==> config.mk <==
export PLATFORM = sky130hd
export DESIGN_NAME = trap_ctrl
export DESIGN_NICKNAME = d
export VERILOG_FILES = /design/src/rtl/trap_pkg.sv /design/src/rtl/trap_arbiter.sv /design/src/rtl/trap_csr_file.sv /design/src/rtl/trap_ctrl.sv
export SDC_FILE = /design/constraint.sdc
export NUM_CORES = 1
export LEC_CHECK = 0
export BUFFER_PORTS_ARGS = -buffer_cell sky130_fd_sc_hd__buf_4
export CAP_MARGIN = 30
export CORE_ASPECT_RATIO = 0.75
export CORE_MARGIN = 2
export CORE_UTILIZATION = 30
export DETAILED_ROUTE_END_ITERATION = 6
export SETUP_SLACK_MARGIN = 0.02
export SLEW_MARGIN = 30
export SYNTH_ARGS = -nofsm -noshare
export SYNTH_HDL_FRONTEND = slang
export SYNTH_SLANG_ARGS = --single-unit
==> constraint.sdc <==
create_clock -name clk -period 4.4 [get_ports clk]
set_input_delay 0 -clock clk [delete_from_list [all_inputs] [get_ports clk]]
set_output_delay 0 -clock clk [all_outputs]
set_load 0.005 [all_outputs]
==> src/rtl/trap_pkg.sv <==
package trap_pkg;
  localparam int CSR_AW = 12;
  localparam logic [CSR_AW-1:0] ADR_STATUS = 12'h300;
  localparam logic [CSR_AW-1:0] ADR_EPC    = 12'h341;
  localparam logic [CSR_AW-1:0] ADR_SHADOW = 12'h7C0;
  localparam logic [1:0]        PRIV_MACH  = 2'b11;

  function automatic logic [31:0] status_word(input logic en);
    return {29'b0, PRIV_MACH, en};
  endfunction
endpackage

==> src/rtl/trap_arbiter.sv <==
module trap_arbiter #(
  parameter int NUM_IRQ = 16,
  parameter int CODE_W  = 5
) (
  input  logic              clk,
  input  logic              rst,
  input  logic [NUM_IRQ-1:0] irq_lines,
  input  logic              irq_en,
  input  logic              exc_req,
  input  logic [CODE_W-1:0] exc_code,
  output logic              fire,
  output logic [CODE_W:0]   cause
);
  logic [NUM_IRQ:0]   below;
  logic [NUM_IRQ-1:0] grant;
  logic [CODE_W-1:0]  irq_idx;
  logic               irq_any;

  assign below[0] = 1'b0;
  for (genvar i = 0; i < NUM_IRQ; i++) begin : g_chain
    assign grant[i]   = irq_lines[i] & ~below[i];
    assign below[i+1] = below[i] | irq_lines[i];
  end

  always_comb begin
    irq_idx = '0;
    for (int i = 0; i < NUM_IRQ; i++)
      if (grant[i]) irq_idx = CODE_W'(i);
  end

  assign irq_any = below[NUM_IRQ] & irq_en;
  assign fire    = exc_req | irq_any;
  assign cause   = exc_req ? {1'b0, exc_code} : {1'b1, irq_idx};


  irq_grant_onehot_chk: assert property (@(posedge clk) disable iff (rst)
    $onehot0(grant) && ((|grant) == (|irq_lines)));

  irq_masked_chk: assert property (@(posedge clk) disable iff (rst)
    (fire && !exc_req) |-> irq_en);

  exc_first_chk: assert property (@(posedge clk) disable iff (rst)
    exc_req |-> (fire && !cause[CODE_W]));
endmodule

==> src/rtl/trap_csr_file.sv <==
module trap_csr_file
  import trap_pkg::*;
#(
  parameter int XLEN = 32
) (
  input  logic              clk,
  input  logic              rst,
  input  logic              trap_fire,
  input  logic              ret_fire,
  input  logic [XLEN-1:0]   pc_now,
  input  logic              csr_we,
  input  logic [CSR_AW-1:0] csr_addr,
  input  logic [XLEN-1:0]   csr_wdata,
  output logic [XLEN-1:0]   csr_rdata,
  output logic              live_en,
  output logic [XLEN-1:0]   epc
);
  logic live_q, live_d, shadow_q, shadow_d;
  logic [XLEN-1:0] epc_q, epc_d, rd_d;

  always_comb begin
    live_d   = live_q;
    shadow_d = shadow_q;
    epc_d    = epc_q;
    if (csr_we) begin
      unique case (csr_addr)
        ADR_STATUS: live_d   = csr_wdata[0];
        ADR_SHADOW: shadow_d = csr_wdata[0];
        ADR_EPC:    epc_d    = csr_wdata;
        default: ;
      endcase
    end
    if (trap_fire) begin
      epc_d    = pc_now;
      shadow_d = live_q;
      live_d   = 1'b0;
    end else if (ret_fire) begin
      live_d = shadow_q;
    end
  end

  always_comb begin
    unique case (csr_addr)
      ADR_STATUS: rd_d = XLEN'(status_word(live_q));
      ADR_SHADOW: rd_d = XLEN'(status_word(shadow_q));
      ADR_EPC:    rd_d = epc_q;
      default:    rd_d = '0;
    endcase
  end

  always_ff @(posedge clk) begin
    if (rst) begin
      live_q    <= 1'b0;
      shadow_q  <= 1'b0;
      epc_q     <= '0;
      csr_rdata <= '0;
    end else begin
      live_q    <= live_d;
      shadow_q  <= shadow_d;
      epc_q     <= epc_d;
      csr_rdata <= rd_d;
    end
  end

  assign live_en = live_q;
  assign epc     = epc_q;


  entry_save_chk: assert property (@(posedge clk) disable iff (rst)
    trap_fire |=> (epc_q == $past(pc_now)) && !live_q && (shadow_q == $past(live_q)));

  return_restore_chk: assert property (@(posedge clk) disable iff (rst)
    (ret_fire && !trap_fire) |=> (live_q == $past(shadow_q)));
endmodule

==> src/rtl/trap_ctrl.sv <==
module trap_ctrl
  import trap_pkg::*;
#(
  parameter int NUM_IRQ = 16,
  parameter int CODE_W  = 5,
  parameter int XLEN    = 32
) (
  input  logic               clk,
  input  logic               rst,
  input  logic [NUM_IRQ-1:0] irq_lines,
  input  logic               exc_req,
  input  logic [CODE_W-1:0]  exc_code,
  input  logic [XLEN-1:0]    pc_now,
  input  logic               ret_req,
  input  logic               csr_we,
  input  logic [11:0]        csr_addr,
  input  logic [XLEN-1:0]    csr_wdata,
  output logic [XLEN-1:0]    csr_rdata,
  output logic               irq_en,
  output logic               trap_take,
  output logic [CODE_W:0]    trap_cause,
  output logic               ret_take,
  output logic [XLEN-1:0]    ret_pc
);
  logic            fire;
  logic [CODE_W:0] cause_d;
  logic            ret_ok;

  trap_arbiter #(.NUM_IRQ(NUM_IRQ), .CODE_W(CODE_W)) u_arb (
    .clk(clk), .rst(rst), .irq_lines(irq_lines), .irq_en(irq_en),
    .exc_req(exc_req), .exc_code(exc_code), .fire(fire), .cause(cause_d)
  );

  assign ret_ok = ret_req & ~fire;

  trap_csr_file #(.XLEN(XLEN)) u_csr (
    .clk(clk), .rst(rst), .trap_fire(fire), .ret_fire(ret_ok),
    .pc_now(pc_now), .csr_we(csr_we), .csr_addr(csr_addr),
    .csr_wdata(csr_wdata), .csr_rdata(csr_rdata), .live_en(irq_en),
    .epc(ret_pc)
  );

  always_ff @(posedge clk) begin
    if (rst) begin
      trap_take  <= 1'b0;
      ret_take   <= 1'b0;
      trap_cause <= '0;
    end else begin
      trap_take <= fire;
      ret_take  <= ret_ok;
      if (fire) trap_cause <= cause_d;
    end
  end


  no_double_pulse_chk: assert property (@(posedge clk) disable iff (rst)
    !(trap_take && ret_take));

  entry_disables_chk: assert property (@(posedge clk) disable iff (rst)
    trap_take |-> !irq_en);

  masked_stays_chk: assert property (@(posedge clk) disable iff (rst)
    (!irq_en && !exc_req) |=> !trap_take && $stable(trap_cause));
endmodule

==> results.py, run 1 <==
metrics = {
    "status": {
        "status": "completed",
    },
    "setup_path": {
        "critPathKind": "reg2reg",
        "critPathMaxFanout": 19,
        "cp.arrival_ns": 2.91,
        "cp-end-kind": "register",
        "cpPeakStageDelay_ns": 0.57,
        "crit_path_start_kind": "register",
        "critPathTopFamily": "buffers and inverters",
        "cpMaxStageDelayCell": "dlygate4sd3_1",
        "crit_chain": "inv_1 > a41oi_2 > or3_1 > buf_4 > o2bb2ai_1 > dlygate4sd3_1",
        "required_ns": 4.61,
        "worst-path-buf-inv": 3,
    },
    "clocking": {
        "cts_max_path_buffers": 2,
        "cts_setup_buffers": 0,
        "clock_sinks": 74,
        "htree_levels": 3,
        "clk-insertion-delay-late_ns": 0.32,
        "numCtsBuffers": 9,
        "cts_tree": "yes",
        "ctsRootBufferMaster": "clkbuf_16",
        "cts.clk_slew.worst_paths_ns": 0.06,
    },
    "synth": {
        "syn_nets": 366,
        "synthArstFlopShare": 0,
        "ys_seq_area_frac": 0.510,
        "synth-edff-count": 0,
        "yosysTopAreaCell": "dfxtp_1",
        "synth_seq_cells": 74,
        "synth.area.top_cells": "dfxtp_1, mux2i_1, o2bb2ai_1",
        "synth_common_cells": "dfxtp_1, mux2i_1, o2bb2ai_1, and2_1, nor2_1",
        "ys.flop_type": "dfxtp_1",
        "netlist_instances": 264,
        "yosys_warnings": 0,
        "synth_cell_types": 39,
        "yosysMostFrequentCell": "dfxtp_1",
        "syn_area_mm2": 0.00291,
        "avgSynthCellArea_um2": 11.0,
        "yosysTopAreaCellShare": 0.510,
    },
    "floorplanning": {
        "io_pins": 175,
        "rows": 31,
        "fp.dieW_um": 118,
        "core_mm2": 0.00954,
        "die_area_mm2": 0.0105,
        "start_util": 0.304,
        "die_y_um": 89.2,
    },
    "timing": {
        "post-route-period-util": 0.614,
        "timing.fmax_ghz": 0.370,
        "rsz0062_at_grt": "no",
        "slew_headroom": 0.475,
        "maxSlewViolCount": 0,
        "tightest_slew_ns": 0.788,
        "fin_worst_skew_ns": 0.00498,
        "min_period_ns": 2.70,
        "finalSetupTns_ns": 0,
        "hold_viol": 0,
        "setup_viol": 0,
    },
    "cells_and_area": {
        "post-route-util": 0.563,
        "finalNetCount": 615,
        "stdcell_count": 649,
        "fin_area_mm2": 0.00538,
        "multi_input_area_mm2": 0.00129,
        "syn2layout_area_growth_pct": 85.1,
        "seqCellArea_mm2": 0.00148,
        "fill_cells": 867,
        "drive_gt1_frac": 0.387,
        "n_antenna_cell": 0,
    },
    "global_routing": {
        "antenna_found_initial": 0,
        "grt_max_degree": 34,
        "overflow": 0,
        "grt_pass1_wl_um": 14100,
        "grt_pass1_vias": 2865,
        "grt_use_total": 0.172,
    },
    "placed_design": {
        "dpl.hpwl_um": 6110,
        "io_buffers": 174,
        "dp_cells": 558,
        "place_area_mm2": 0.00428,
        "place_congestion": 0.849,
    },
    "pwr": {
        "power_density_mw_per_mm2": 329,
        "switching_share": 0.205,
        "peakVddDrop_mv": 0.169,
        "intPower_w": 0.00141,
        "p_leak_nw": 2.64,
        "pwr-share-clk": 0.461,
        "comb_power_share": 0.135,
        "sequentialPowerShare": 0.403,
        "p_switching_w": 0.000363,
        "power.total_w": 0.00177,
    },
    "route": {
        "wl_per_cell_um": 13.9,
        "drtAntennaViolNets": 0,
        "via_per_inst": 4.53,
        "drt_pass1_iterations": 4,
        "wl_um": 9000,
        "drc_errors": 0,
        "drt_iter0_drc": 146,
        "via_count": 2941,
    },
    "worst_hold_path": {
        "min-delay-path-class": "in2reg",
    },
    "flow_run": {
        "maxCapViolCount": 0,
    },
}
==> routing by layer <==
layer | GRT usage | wire (um) | up-vias
met5 | 0 | 0 | -
met4 | 0.0548 | 145 | 0
met3 | 0.0593 | 574 | 14
met2 | 0.276 | 4140 | 116
met1 | 0.220 | 4150 | 1351
li1 | - | - | 1460
==> metrics by stage <==
stage	hold WS, ns	setup slack (ns)
floorplan	0.117	2.78
global placement	0.201	2.20
detailed placement	0.206	2.17
CTS	0.00213	1.72
global route	0.0337	1.46
finish	0.0256	1.70
==> what timing repair did <==
action,CTS,global route
resized for setup,0,0
hold buffers,76,0
endpoints found under the hold margin,44,0
==> power by group through the flow <==
stage,Combinational [W],Clock (W),Sequential (W)
2_1_floorplan,0.0000563,0,0.000725
3_3_place_gp,0.000179,0,0.000727
3_5_place_dp,0.000181,0,0.000728
4_1_cts,0.000238,0.000835,0.000713
5_1_grt,0.000260,0.000864,0.000716
6_report,0.000240,0.000816,0.000713
==> placed cells by master, fill, tap and decap left out, types with 2 or more instances in the layout <==
master         count
buf_4            177
dlygate4sd3_1     76
dfxtp_1           74
mux2i_1           34
o2bb2ai_1         32
and2_1            29
nor2_1            16
nand2_1           10
clkbuf_16          9
a21oi_1            8
nor3_1             5
inv_1              4
nor2b_1            3
o21ai_0            3
nor4_2             3
bufinv_16          3
a211o_1            2
a311o_1            2
a221oi_1           2
nand4b_1           2
==> worst paths after layout <==
kind            startpoint                  to  slack [ns]  cells past startpoint
max          u_csr.live_en        u_csr.epc[0]        1.70                      6
min                exc_req      u_csr.shadow_q        0.03                      2
min reg2reg   u_csr.epc[7]  u_csr.csr_rdata[7]        0.48                      1
max reg2reg  u_csr.live_en        u_csr.epc[0]        1.70                      6
==> flip-flops by register name, indices dropped and copies added (netlist names) <==
register	count
u_csr.shadow_q	1
trap_cause	6
ret_take	1
u_csr.csr_rdata	32
u_csr.epc	32
u_csr.live_en	1
trap_take	1
==> layout make-up <==
cell class	instances	share of cell area
flip-flops and latches	74	0.276
clock buffers	10	0.0426
repair buffers	253	0.389
well taps	132	0.0307
clock inverters	5	0.0193
multi-input cells	171	0.240
inverters	4	0.00279
==> worst reg2reg max path: cells and delay by family (launching register included) <==
kind | cells | cell delay, ns
AND/OR/NAND/NOR | 1 | 0.54
AO/OA/AOI/OAI | 2 | 0.53
buffers and inverters | 3 | 1.06
flip-flops | 1 | 0.45
==> kinds of logic after synthesis <==
family | count (synthesis) | share of synthesized area
AND/OR/NAND/NOR | 79 | 0.164
multiplexers | 34 | 0.117
AO/OA/AOI/OAI | 58 | 0.163
buffers and inverters | 19 | 0.0461
flip-flops | 74 | 0.510
(Power assumes the default switching activity.)
==> inputs of run 2 (changes only) <==
==> constraint.sdc (replaced) <==
create_clock -name clk -period 2.4 [get_ports clk]
set_input_delay 0 -clock clk [delete_from_list [all_inputs] [get_ports clk]]
set_output_delay 0 -clock clk [all_outputs]
set_load 0.005 [all_outputs]
==> results.py, run 2 (same netlist as run 1, synthesis figures left out) <==
metrics = {
    "status": {
        "status": "completed",
    },
    "placed_design": {
        "dpl.hpwl_um": 6350,
        "io_buffers": 174,
        "place_area_mm2": 0.00433,
        "place_congestion": 0.882,
    },
    "clocking": {
        "cts_resized": 0,
        "cts.clk_slew.worst_paths_ns": 0.06,
        "numCtsBuffers": 9,
        "clk-insertion-delay-late_ns": 0.33,
        "cts_setup_buffers": 0,
        "cts_tree": "yes",
        "cts_max_path_buffers": 2,
        "ctsRootBufferMaster": "clkbuf_16",
        "clock_sinks": 74,
        "htree_levels": 3,
    },
    "worst_hold_path": {
        "min-delay-path-class": "in2reg",
    },
    "floorplanning": {
        "fp.dieW_um": 118,
        "die_y_um": 89.2,
        "io_pins": 175,
        "core_mm2": 0.00954,
        "start_util": 0.304,
        "rows": 31,
        "die_area_mm2": 0.0105,
    },
    "timing": {
        "slew_headroom": 0.448,
        "min_period_ns": 2.13,
        "maxSlewViolCount": 0,
        "rsz0062_at_grt": "no",
        "fin_worst_skew_ns": 0.00300,
        "post-route-period-util": 0.887,
        "hold_viol": 0,
        "finalSetupTns_ns": 0,
        "timing.fmax_ghz": 0.470,
        "tightest_slew_ns": 0.827,
        "setup_viol": 0,
    },
    "route": {
        "via_per_inst": 4.48,
        "wl_per_cell_um": 14.4,
        "via_count": 2959,
        "drt_pass1_iterations": 4,
        "drtAntennaViolNets": 0,
        "wl_um": 9540,
        "drc_errors": 0,
        "drt_iter0_drc": 130,
    },
    "cells_and_area": {
        "finalNetCount": 626,
        "fin_area_mm2": 0.00545,
        "final_common_cell": "buf_4",
        "fill_cells": 850,
        "final_cell_mix": "buf_4, dlygate4sd3_1, dfxtp_1",
        "n_antenna_cell": 0,
        "syn2layout_area_growth_pct": 87.7,
        "drive_gt1_frac": 0.393,
    },
    "setup_path": {
        "critPathKind": "reg2reg",
        "required_ns": 2.67,
        "critPathMaxFanout": 18,
        "crit_path_start_kind": "register",
        "critPathTopFamily": "simple AND/OR/NAND/NOR gates",
        "worst-path-buf-inv": 2,
        "cpMaxStageDelayCell": "nor2_2",
        "cp-end-kind": "register",
        "cp.arrival_ns": 2.40,
        "cpPeakStageDelay_ns": 0.64,
        "crit_chain": "inv_1 > a41oi_2 > nor2_1 > nor2_2 > o2bb2ai_1 > dlygate4sd3_1",
    },
    "global_routing": {
        "grt_use_total": 0.184,
        "grt_pass1_vias": 3040,
        "grt_max_degree": 20,
        "grt_pass1_wl_um": 15100,
        "overflow": 0,
        "antenna_found_initial": 0,
    },
    "pwr": {
        "p_leak_nw": 2.65,
        "peakVddDrop_mv": 0.276,
        "power_density_mw_per_mm2": 577,
    },
    "flow_run": {
        "maxCapViolCount": 0,
    },
}
run 2: cell count changes in the layout (fill, tap and decap cells not counted), sizes merged:
cell,previous run,this run
buf,177,183
clkinv,2,3
dlygate4sd3,76,81
clkbuf,10,12
bufinv,3,1
run 2: cell type report:
| type | instances | area (um^2) | share of cell area |
|---|---|---|---|
| Timing Repair Buffer | 264 | 2180 | 0.401 |
| Sequential cell | 74 | 1480 | 0.272 |
| Multi-Input combinational cell | 171 | 1290 | 0.237 |
| Clock buffer | 12 | 267 | 0.0489 |
| Tap cell | 132 | 165 | 0.0303 |
| Clock inverter | 4 | 48.8 | 0.00895 |
| Inverter | 4 | 15.0 | 0.00275 |
run 2: final timing paths:
kind	startpoint	endpoint	slack, ns	cells past startpoint
worst max-delay path	u_csr.live_en	u_csr.epc[14]	0.27	6
worst min-delay path	csr_wdata[0]	u_csr.live_en	0.04	3
worst max register to register	u_csr.live_en	u_csr.epc[14]	0.27	6
worst min register to register	u_csr.epc[15]	u_csr.csr_rdata[15]	0.48	1
run 2: power by group:
part	switching [W]	internal (W)	total, W
Clock	0.000502	0.000888	0.00139
Sequential	0.0000317	0.00127	0.00131
Combinational	0.000151	0.000299	0.000451
run 2: routing by layer:
| metal | global-route usage | vias to the layer above | share of wire |
|---|---|---|---|
| met2 | 0.318 | 114 | 0.48 |
| met3 | 0.0625 | 9 | 0.064 |
| met1 | 0.218 | 1357 | 0.45 |
| li1 | - | 1479 | - |
| met5 | 0 | - | 0 |
| met4 | 0.0624 | 0 | 0.0095 |
run 2: repair_timing:
item,in CTS,in global routing
endpoints found under the setup margin,0,0
hold buffers,81,0
hold endpoints to repair,44,0
run 2: stage by stage:
stage	hold slack [ns]	power (W)	util	instances	setup WS, ns
finish	0.0363	0.00315	0.572	661	0.270
global placement	0.201	0.00166	0.454	564	0.488
global route	0.0637	0.00327	0.572	661	0.159
CTS	0.0182	0.00318	0.572	661	0.291
detailed placement	0.206	0.00167	0.454	564	0.508
floorplan	0.117	0.00143	-	264	0.783
run 2: worst min-delay path: stages:
cell and delay [ns]:
buf_4 0.12, mux2i_1 0.12, a211oi_1 0.08
==> inputs of run 3 (changes only) <==
--- a/config.mk
+++ b/config.mk
@@ -8,7 +8,7 @@
 export BUFFER_PORTS_ARGS = -buffer_cell sky130_fd_sc_hd__buf_4
 export CAP_MARGIN = 30
 export CORE_ASPECT_RATIO = 0.75
-export CORE_MARGIN = 2
+export CORE_MARGIN = 5
 export CORE_UTILIZATION = 30
 export DETAILED_ROUTE_END_ITERATION = 6
 export SETUP_SLACK_MARGIN = 0.02
==> results.py, run 3 (same netlist as run 1, synthesis figures left out) <==
metrics = {
    "timing": {
        "finalSetupTns_ns": 0,
        "rsz0062_at_grt": "no",
        "maxSlewViolCount": 0,
        "hold_viol": 0,
        "setup_viol": 0,
        "slew_headroom": 0.684,
        "post-route-period-util": 0.893,
        "tightest_slew_ns": 0.470,
        "min_period_ns": 2.14,
        "timing.fmax_ghz": 0.466,
        "fin_worst_skew_ns": 0.00287,
    },
    "setup_path": {
        "cp-end-kind": "register",
        "cpPeakStageDelay_ns": 0.57,
        "ff2ff_setup_slack_ns": 0.26,
        "cpMaxStageDelayCell": "dlygate4sd3_1",
        "worst-path-buf-inv": 3,
        "r2r-start": "u_csr.live_en",
        "cp.arrival_ns": 2.41,
        "critPathTopFamily": "buffers and inverters",
        "crit_chain": "inv_1 > a41oi_2 > nor2_1 > nor2_2 > buf_4 > o2bb2ai_1 > dlygate4sd3_1",
        "critPathKind": "reg2reg",
        "critPathMaxFanout": 19,
        "path_depth": 7,
        "crit_path_start_kind": "register",
        "required_ns": 2.67,
        "r2r_cells": 7,
        "reg2reg_to": "u_csr.epc[30]",
    },
    "floorplanning": {
        "core_mm2": 0.00954,
        "start_util": 0.304,
        "fp.dieW_um": 124,
        "die_y_um": 95.2,
        "io_pins": 175,
        "rows": 31,
        "die_area_mm2": 0.0118,
    },
    "placed_design": {
        "dpl.hpwl_um": 6830,
        "place_congestion": 0.772,
        "io_buffers": 174,
    },
    "clocking": {
        "hold_buffers": 82,
        "ctsRootBufferMaster": "clkbuf_16",
        "cts_setup_buffers": 0,
        "cts.clk_slew.worst_paths_ns": 0.06,
        "clk-insertion-delay-late_ns": 0.33,
        "cts_resized": 0,
        "cts_max_path_buffers": 2,
        "numCtsBuffers": 9,
        "cts_tree": "yes",
        "clock_sinks": 74,
        "htree_levels": 3,
    },
    "route": {
        "drtAntennaViolNets": 0,
        "wl_per_cell_um": 14.6,
        "wl_um": 9670,
        "drt_pass1_iterations": 4,
        "drc_errors": 0,
        "via_count": 2988,
        "drt_iter0_drc": 151,
        "via_per_inst": 4.51,
    },
    "worst_hold_path": {
        "hold_end": "u_csr.live_en",
        "min-delay-path-class": "in2reg",
        "hold_depth": 3,
        "holdCritStartpoint": "csr_wdata[0]",
    },
    "global_routing": {
        "antenna_found_initial": 0,
        "grt_pass1_vias": 3042,
        "grt_pass1_wl_um": 15100,
        "grt_max_degree": 21,
        "overflow": 0,
        "grt_use_total": 0.164,
    },
    "pwr": {
        "p_leak_nw": 2.66,
        "power_density_mw_per_mm2": 552,
        "peakVddDrop_mv": 0.532,
        "power.total_w": 0.00300,
    },
    "cells_and_area": {
        "seqCellArea_mm2": 0.00148,
        "syn2layout_area_growth_pct": 86.9,
        "n_antenna_cell": 0,
        "drive_gt1_frac": 0.392,
        "final_common_cell": "buf_4",
        "finalNetCount": 627,
        "final_cell_mix": "buf_4, dlygate4sd3_1, dfxtp_1",
        "fill_cells": 838,
        "multi_input_area_mm2": 0.00129,
    },
    "status": {
        "status": "completed",
    },
    "flow_run": {
        "maxCapViolCount": 0,
    },
}
## run 3: per-layer routing
metal  global-route usage  part of all wire
met2                0.270              0.46
met4               0.0415            0.0086
met1                0.203              0.43
met3               0.0623              0.10
met5                    0                 0
## run 3: power breakdown
| part | switching (W) | internal, W |
|---|---|---|
| Sequential | 0.0000321 | 0.00127 |
| Combinational | 0.000150 | 0.000304 |
| Clock | 0.000512 | 0.000727 |
## run 3: layout make-up
class,count,share of cell area
timing repair buffer,265,0.404
sequential,74,0.273
multi-input combinational,171,0.238
clock buffer,10,0.0440
tap,132,0.0304
clock inverter,6,0.00761
inverter,4,0.00277
## run 3: worst max path at each step
| stage | to | start |
|---|---|---|
| 5_1_grt | u_csr.epc[26] | u_csr.live_en |
| 2_1_floorplan | u_csr.epc[10] | u_csr.live_en |
| 4_1_cts | u_csr.epc[23] | u_csr.live_en |
| 6_report | u_csr.epc[30] | u_csr.live_en |
| 3_5_place_dp | u_csr.epc[9] | csr_addr[11] |
| 3_3_place_gp | u_csr.csr_rdata[7] | csr_addr[11] |
## run 3: tightest hold or removal path, delay by kind of cell
family	cells	cell delay, ns
mux	1	0.13
compound gates	1	0.08
buf+inv	1	0.13
## run 3: stage by stage
stage               std cells  worst slack (ns)  area (um^2)  hold WS [ns]  utilization
global placement          564             0.644         4330         0.201        0.454
global route              662            0.0967         5430        0.0909        0.569
CTS                       662             0.295         5430        0.0421        0.569
finish                    662             0.256         5430        0.0581        0.569
detailed placement        564             0.600         4330         0.205        0.454
floorplan                 264             0.783         2910         0.117            -
